==> config.mk <==
export PLATFORM = sky130hd
export DESIGN_NAME = funnel_rot_shifter
export DESIGN_NICKNAME = d
export VERILOG_FILES = /design/src/rtl/funnel_shift_pkg.sv /design/src/rtl/funnel_word_select.sv /design/src/rtl/funnel_extract.sv /design/src/rtl/funnel_rot_shifter.sv
export SDC_FILE = /design/constraint.sdc
export NUM_CORES = 1
export LEC_CHECK = 0
export BUFFER_PORTS_ARGS = -buffer_cell sky130_fd_sc_hd__buf_2
export CORE_ASPECT_RATIO = 0.5
export CORE_MARGIN = 2
export CORE_UTILIZATION = 50
export DETAILED_ROUTE_END_ITERATION = 12
export PLACE_DENSITY_LB_ADDON = 0.3
export SLEW_MARGIN = 10
export SYNTH_ARGS = -nofsm -noshare
export SYNTH_HDL_FRONTEND = slang
export SYNTH_SLANG_ARGS = --single-unit
==> constraint.sdc <==
create_clock -name vclk -period 4.03
set_input_delay 0.403 -clock vclk [all_inputs]
set_output_delay 0.403 -clock vclk [all_outputs]
set_load 0.1 [all_outputs]
==> src/rtl/funnel_shift_pkg.sv <==
package funnel_shift_pkg;
    typedef enum logic [1:0] {
        SH_SRL = 2'd0,
        SH_SRA = 2'd1,
        SH_ROR = 2'd2,
        SH_SLL = 2'd3
    } shift_op_e;
endpackage

==> src/rtl/funnel_word_select.sv <==
module funnel_word_select
    import funnel_shift_pkg::*;
#(
    parameter int W  = 32,
    parameter int AW = $clog2(W)
) (
    input  logic [W-1:0]  opnd,
    input  logic [AW-1:0] amount,
    input  shift_op_e     op,
    output logic [W-1:0]  upper,
    output logic [W-1:0]  lower,
    output logic [AW-1:0] offset
);
    localparam logic [AW-1:0] ZERO_AMT = '0;

    always_comb begin
        unique case (op)
            SH_SRL: begin
                upper  = '0;
                lower  = opnd;
                offset = amount;
            end
            SH_SRA: begin
                upper  = {W{opnd[W-1]}};
                lower  = opnd;
                offset = amount;
            end
            SH_ROR: begin
                upper  = opnd;
                lower  = opnd;
                offset = amount;
            end
            SH_SLL: begin
                // offset W-i modulo W; for i=0 the lower word carries the operand
                upper  = opnd;
                lower  = (amount == ZERO_AMT) ? opnd : '0;
                offset = ZERO_AMT - amount;
            end
            default: begin
                upper  = '0;
                lower  = opnd;
                offset = amount;
            end
        endcase
    end
endmodule

==> src/rtl/funnel_extract.sv <==
module funnel_extract #(
    parameter int W  = 32,
    parameter int AW = $clog2(W)
) (
    input  logic [W-1:0]  upper,
    input  logic [W-1:0]  lower,
    input  logic [AW-1:0] offset,
    output logic [W-1:0]  window
);
    localparam int FW = 2 * W;

    logic [FW-1:0] level [0:AW];

    assign level[0] = {upper, lower};

    genvar s;
    generate
        for (s = 0; s < AW; s++) begin : g_stage
            localparam int STEP = 1 << s;
            assign level[s+1] = offset[s] ? {{STEP{1'b0}}, level[s][FW-1:STEP]}
                                          : level[s];
        end
    endgenerate

    assign window = level[AW][W-1:0];
endmodule

==> src/rtl/funnel_rot_shifter.sv <==
module funnel_rot_shifter
    import funnel_shift_pkg::*;
#(
    parameter int W  = 32,
    parameter int AW = $clog2(W)
) (
    input  logic [W-1:0]  opnd_i,
    input  logic [AW-1:0] shamt_i,
    input  logic [1:0]    op_i,
    output logic [W-1:0]  result_o
);
    shift_op_e     op_sel;
    logic [W-1:0]  up_word;
    logic [W-1:0]  lo_word;
    logic [AW-1:0] ext_ofs;

    assign op_sel = shift_op_e'(op_i);

    funnel_word_select #(.W(W), .AW(AW)) u_select (
        .opnd   (opnd_i),
        .amount (shamt_i),
        .op     (op_sel),
        .upper  (up_word),
        .lower  (lo_word),
        .offset (ext_ofs)
    );

    funnel_extract #(.W(W), .AW(AW)) u_extract (
        .upper  (up_word),
        .lower  (lo_word),
        .offset (ext_ofs),
        .window (result_o)
    );
endmodule

==> results of run 1 <==
==> power breakdown <==
part	internal (W)	leakage (nW)	switching, W
Combinational	0.000530	1.66	0.00105
Sequential	0	0	0
Clock	0	0	0
==> worst max path at each step <==
stage | startpoint | endpoint | cells past startpoint
after floorplan | shamt_i[0] | result_o[12] | 8
after global placement | shamt_i[0] | result_o[30] | 9
after detailed placement | shamt_i[1] | result_o[30] | 11
after CTS | shamt_i[0] | result_o[30] | 9
after global routing | shamt_i[1] | result_o[30] | 11
final | shamt_i[1] | result_o[30] | 11
==> placed cells by master (no fill, tap or decap), types with 3 or more instances in the layout <==
cell type  count
nor3_1         5
nor2_1        41
buf_2         41
or2_2          3
a22oi_1        8
o32ai_2        3
a21oi_1       18
o21ai_1        7
mux2i_2        3
mux2_2        20
o22ai_1       21
a221oi_1       9
a211oi_1       8
o21ai_0       25
a31oi_1        3
nand3_1       14
mux2i_1       72
nor4_1         4
and3_1         4
nand2_1       31
o22ai_2        6
a21oi_2        9
nand2b_1       3
inv_1          4
buf_12        31
a22oi_2        3
buf_4         20
mux4_2         5
o221ai_1       3
==> layer usage <==
metal	vias to the layer above	global-route usage (%)	part of all wire, %	wire, microns
met2	314	52.9	36	4670
li1	1699	-	-	-
met1	1748	63.1	45	5780
met3	13	17.6	17	2220
met5	-	0	0	0
met4	0	2.32	1.1	140
==> stage by stage <==
| stage | utilization [%] | setup TNS [ns] | instances | total power, W | hold slack (ns) |
|---|---|---|---|---|---|
| detailed placement | 71.8 | 0 | 533 | 0.00155 | 1.48 |
| global route | 71.8 | 0 | 533 | 0.00163 | 1.53 |
| floorplan | - | -0.375 | 405 | 0.00103 | 1.40 |
| CTS | 71.8 | 0 | 533 | 0.00155 | 1.49 |
| global placement | 71.8 | 0 | 533 | 0.00155 | 1.49 |
| finish | 71.8 | 0 | 533 | 0.00158 | 1.50 |
==> critical path, stage by stage <==
cell      delay, ns
buf_2          0.15
inv_1          0.08
ha_1           0.21
and3b_1        0.38
xor2_2         0.17
buf_4          0.38
mux2i_1        0.38
nand2_1        0.13
a221oi_1       0.51
a22oi_2        0.10
buf_2          0.33
==> final cells by class <==
cell class                 instances  area share, %
inverter                           4          0.382
multi-input combinational        364           72.4
tap                               73           2.33
timing repair buffer              92           24.8
==> logic make-up after synthesis <==
| kind of cell | Yosys count |
|---|---|
| AOI/OAI and AO/OA | 145 |
| buffers and inverters | 41 |
| muxes | 101 |
| and+or+nand+nor | 111 |
| adders and majority gates | 2 |
| xor gates and xnor gates | 5 |
==> metrics.txt, run 1 <==
Post-Syn Area=2830 sq um; max_slew headroom=between 40% and 50%; Startpoint Class=input port; vias per cell=around 7; Distinct cells, synth=47; GP Congestion=approximately 1.1; number of global-route vias before repair=between 3000 and 4000; Adder-Cell Fraction of Synth Area=less than 1%; # IOs=between 70 and 80; first-pass GRT wire length=a little under 20000 microns; Post-synth top cells=76 x mux2i_1, 41 x nor2_1, 31 x nand2_1; min-delay src=shamt_i[4]; Fin. Hold Viols=0; PwrDens=about 400 nW/um^2; Post-CTS Resized=0; Worst Tran Pin Value=~0.9 ns; crit path kind=in -> out; Post-Route WL=12800 microns; setup bufs post-CTS=0; Mean Syn Cell Area=roughly 7 sq um; Final Cycle Share=90.3%; die width=between 100 and 150 microns; Max Freq=between 0.2 and 0.3 GHz; Final ANT Viol Nets=0; syn nets=446; initial cell density of the core=51.7%; Synth top area share=26.9%; Max-cap violations=0; Min-Delay Endpoint=result_o[12]; VDD IR max=472 uV; clock buffers=0; largest net degree at the start of global routing=37; main combinational cell family by area after synthesis=multiplexers; Max Slew Vio Count=0; status=completed; minimum clock period=between 3 and 4 ns; Critical Path RT=roughly 3.6 ns; Yosys top cell by area=mux2i_1; post-placement worst setup slack=around 0.46 ns; gr ovfl total=0; Nets=slightly above 500; filler cell count=between 400 and 500; # diodes=0; Setup crit end kind=output port; antenna violations before repair=0; footprint of the multi-input gates=2850 sq um; cells after synthesis=405; DP HPWL=about 10000 microns; vias after detailed routing=approximately 3800; RSZ-0062 raised after global routing=no; post-synthesis compound-gate area fraction=34.1%; fin area=about 3900 sq um; GRT Util Overall=around two fifths; Post-DP Area=3930 sq um; 1st-iter DRT viols=620; FF/Latch Area=0 sq um; XOR/XNOR share of the synthesized area=2.08%; arrival time worst endpoint=3.24 ns; Area Overhead vs Synth=38.8%; # setup viols final=0; full die area=6310 sq um; core footprint=roughly 5500 sq um; worst-path fanout max=28; Die H=between 50 and 60 microns; port buffer count=~70; final sequential cell count=0; router iterations before antenna repair=7; Final WS setup=around 0.4 ns; CTS Hold Buffers Added=0; Std-Cell Rows=19; DRC=0; share of cells above drive strength 1=roughly a third; Area contributors post-synth=mux2i_1 27%, mux2_2 8.0%, o22ai_1 6.0%; post-synthesis sequential area ratio=0%; count leader, synth=mux2i_1; yosys warns=0; WHS Path Cells=4; Synth Area in Simple Gates=between 10% and 20%; DR WL/cell=24.0 microns; HP Class=in -> out; multiplexer share of the synthesized area=between 30 and 40%; Pleak=between 1.5 and 2 nW
No activity file was read; power rests on OpenSTA's default activity.
==> inputs of run 2 (changes only) <==
SYNTH_HIERARCHICAL = 1   (was not set)
==> metrics.txt, run 2 <==
Startpoint Class=input port (unchanged); # diodes=0 (unchanged); Fin. Hold Viols=0 (unchanged); CP top delay family=multiplexers (was buffers and inverters); Max-cap violations=0 (unchanged); Pleak=2.11 nW (was 1.66 nW); Post-CTS Resized=0 (unchanged); vias per cell=7.20 (was 7.08); Post-DP Area=4760 sq um (was 3930 sq um); WP buf/inv=3 (was 4); cells after synthesis=468 (was 405); DRC=0 (unchanged); full die area=8360 sq um (was 6310 sq um); Area Overhead vs Synth=25.1% (was 38.8%); largest net degree at the start of global routing=34 (was 37); initial cell density of the core=51.7% (about the same); Mean Syn Cell Area=8.12 sq um (was 6.99 sq um); Post-Syn Area=3800 sq um (was 2830 sq um); status=completed (unchanged); final sequential cell count=0 (unchanged); crit path kind=in -> out (unchanged); die width=127 microns (was 110 microns); crit path cell chain=buf_2, inv_1, ha_1, nor3b_1, ha_1, nand3b_2, and2_1, mux4_2, mux2_2, mux2i_1, o221ai_1, buf_12 (was buf_2, inv_1, ha_1, and3b_1, xor2_2, buf_4, mux2i_1, nand2_1, a221oi_1, a22oi_2, buf_2); Setup crit end kind=output port (unchanged); Critical Path RT=3.63 ns (about the same); Critical Path Max Stage Delay=0.50 ns (was 0.51 ns); core footprint=7350 sq um (was 5470 sq um); yosys warns=6 (was 0); # setup viols final=0 (unchanged); fin area=4760 sq um (was 3930 sq um); vias after detailed routing=4485 (was 3774); most frequent cells in the layout=82 x nand2_1, 67 x mux2i_1, 50 x mux2_2, 43 x buf_2, 34 x and2_1 (was 72 x mux2i_1, 41 x nor2_1, 41 x buf_2, 31 x nand2_1, 31 x buf_12); Die H=65.7 microns (was 57.2 microns); setup bufs post-CTS=0 (unchanged); HP Class=in -> out (unchanged); PwrDens=381 nW/um^2 (was 403 nW/um^2); GP Congestion=1.07 (was 1.10); FF/Latch Area=0 sq um (unchanged); Post-Route WL=17000 microns (was 12800 microns); Nets=570 (was 503); post-placement worst setup slack=0.208 ns (was 0.456 ns); router iterations before antenna repair=6 (was 7); CTS Hold Buffers Added=0 (unchanged); arrival time worst endpoint=3.47 ns (was 3.24 ns); 1st-iter DRT viols=922 (was 620); Max Freq=0.258 GHz (was 0.275 GHz); gr ovfl total=0 (unchanged); DP HPWL=14000 microns (was 10000 microns); most common cell after layout, fill and taps aside=nand2_1 (was mux2i_1); first-pass GRT wire length=25700 microns (was 19300 microns); Final ANT Viol Nets=0 (unchanged); Worst Tran Pin Value=0.553 ns (was 0.885 ns); RSZ-0062 raised after global routing=no (unchanged); antenna violations before repair=0 (unchanged); Max Slew Vio Count=0 (unchanged); number of global-route vias before repair=4237 (was 3389); minimum clock period=3.88 ns (was 3.64 ns); clock buffers=0 (unchanged); syn nets=509 (was 446); setup_tns=0 ns (unchanged); GRT Util Overall=40.7% (was 40.5%); Final Cycle Share=96.2% (was 90.3%); post-route non-filler standard cell count=623 (was 533); # IOs=71 (unchanged); VDD IR max=311 uV (was 472 uV); share of cells above drive strength 1=36.2% (was 34.6%); max_slew headroom=62.1% (was 40.4%); Critical Path Most Common Cell=ha_1 (was buf_2); port buffer count=71 (unchanged); filler cell count=634 (was 455); worst-path fanout max=15 (was 28); cell total after placement=623 (was 533); Final WS setup=0.153 ns (was 0.390 ns); DR WL/cell=27.2 microns (was 24.0 microns); critical path's slowest cell=mux4_2 (was a221oi_1); Std-Cell Rows=22 (was 19)
[run 2: cell count changes in the layout (fill, tap and decap cells not counted), moves of 12 or more]
| cell | delta |
|---|---|
| a21oi_1 | -18 |
| a2bb2oi_1 | +15 |
| and2_1 | +34 |
| mux2_2 | +30 |
| mux4_2 | +19 |
| nand2_1 | +51 |
| nor2_1 | -23 |
| o21ai_0 | -23 |
| o22a_1 | +16 |
| o22ai_1 | -12 |
[run 2: area by class of cell]
class	count	area (sq um)	share of cell area (%)
inverter	6	22.5	0.474
multi-input combinational	421	3590	75.6
tap	96	120	2.53
timing repair buffer	100	1020	21.4
[run 2: path summary, 6_finish.rpt]
check / start / to / cells after the start
max: shamt_i[0] / result_o[25] / 12
min: opnd_i[0] / result_o[0] / 6
[run 2: where the power goes]
part	switching [W]	internal [W]	leakage [nW]
clock	0	0	0
sequential	0	0	0
combinational	0.00118	0.000632	2.11
[run 2: layer usage]
| metal | up-vias | track usage (%) | routed length (microns) |
|---|---|---|---|
| met3 | 26 | 16.5 | 2910 |
| met2 | 360 | 57.4 | 6470 |
| met1 | 2139 | 60.0 | 7430 |
| met4 | 0 | 1.92 | 148 |
| met5 | - | 0 | 0 |
| li1 | 1960 | - | - |
[run 2: per-stage QoR]
step / total power [W] / hold WS [ns] / utilization [%]
floorplan: 0.00119 / 1.57 / -
global placement: 0.00177 / 1.65 / 64.7
detailed placement: 0.00177 / 1.63 / 64.7
CTS: 0.00177 / 1.65 / 64.7
global route: 0.00186 / 1.72 / 64.7
finish: 0.00181 / 1.66 / 64.7
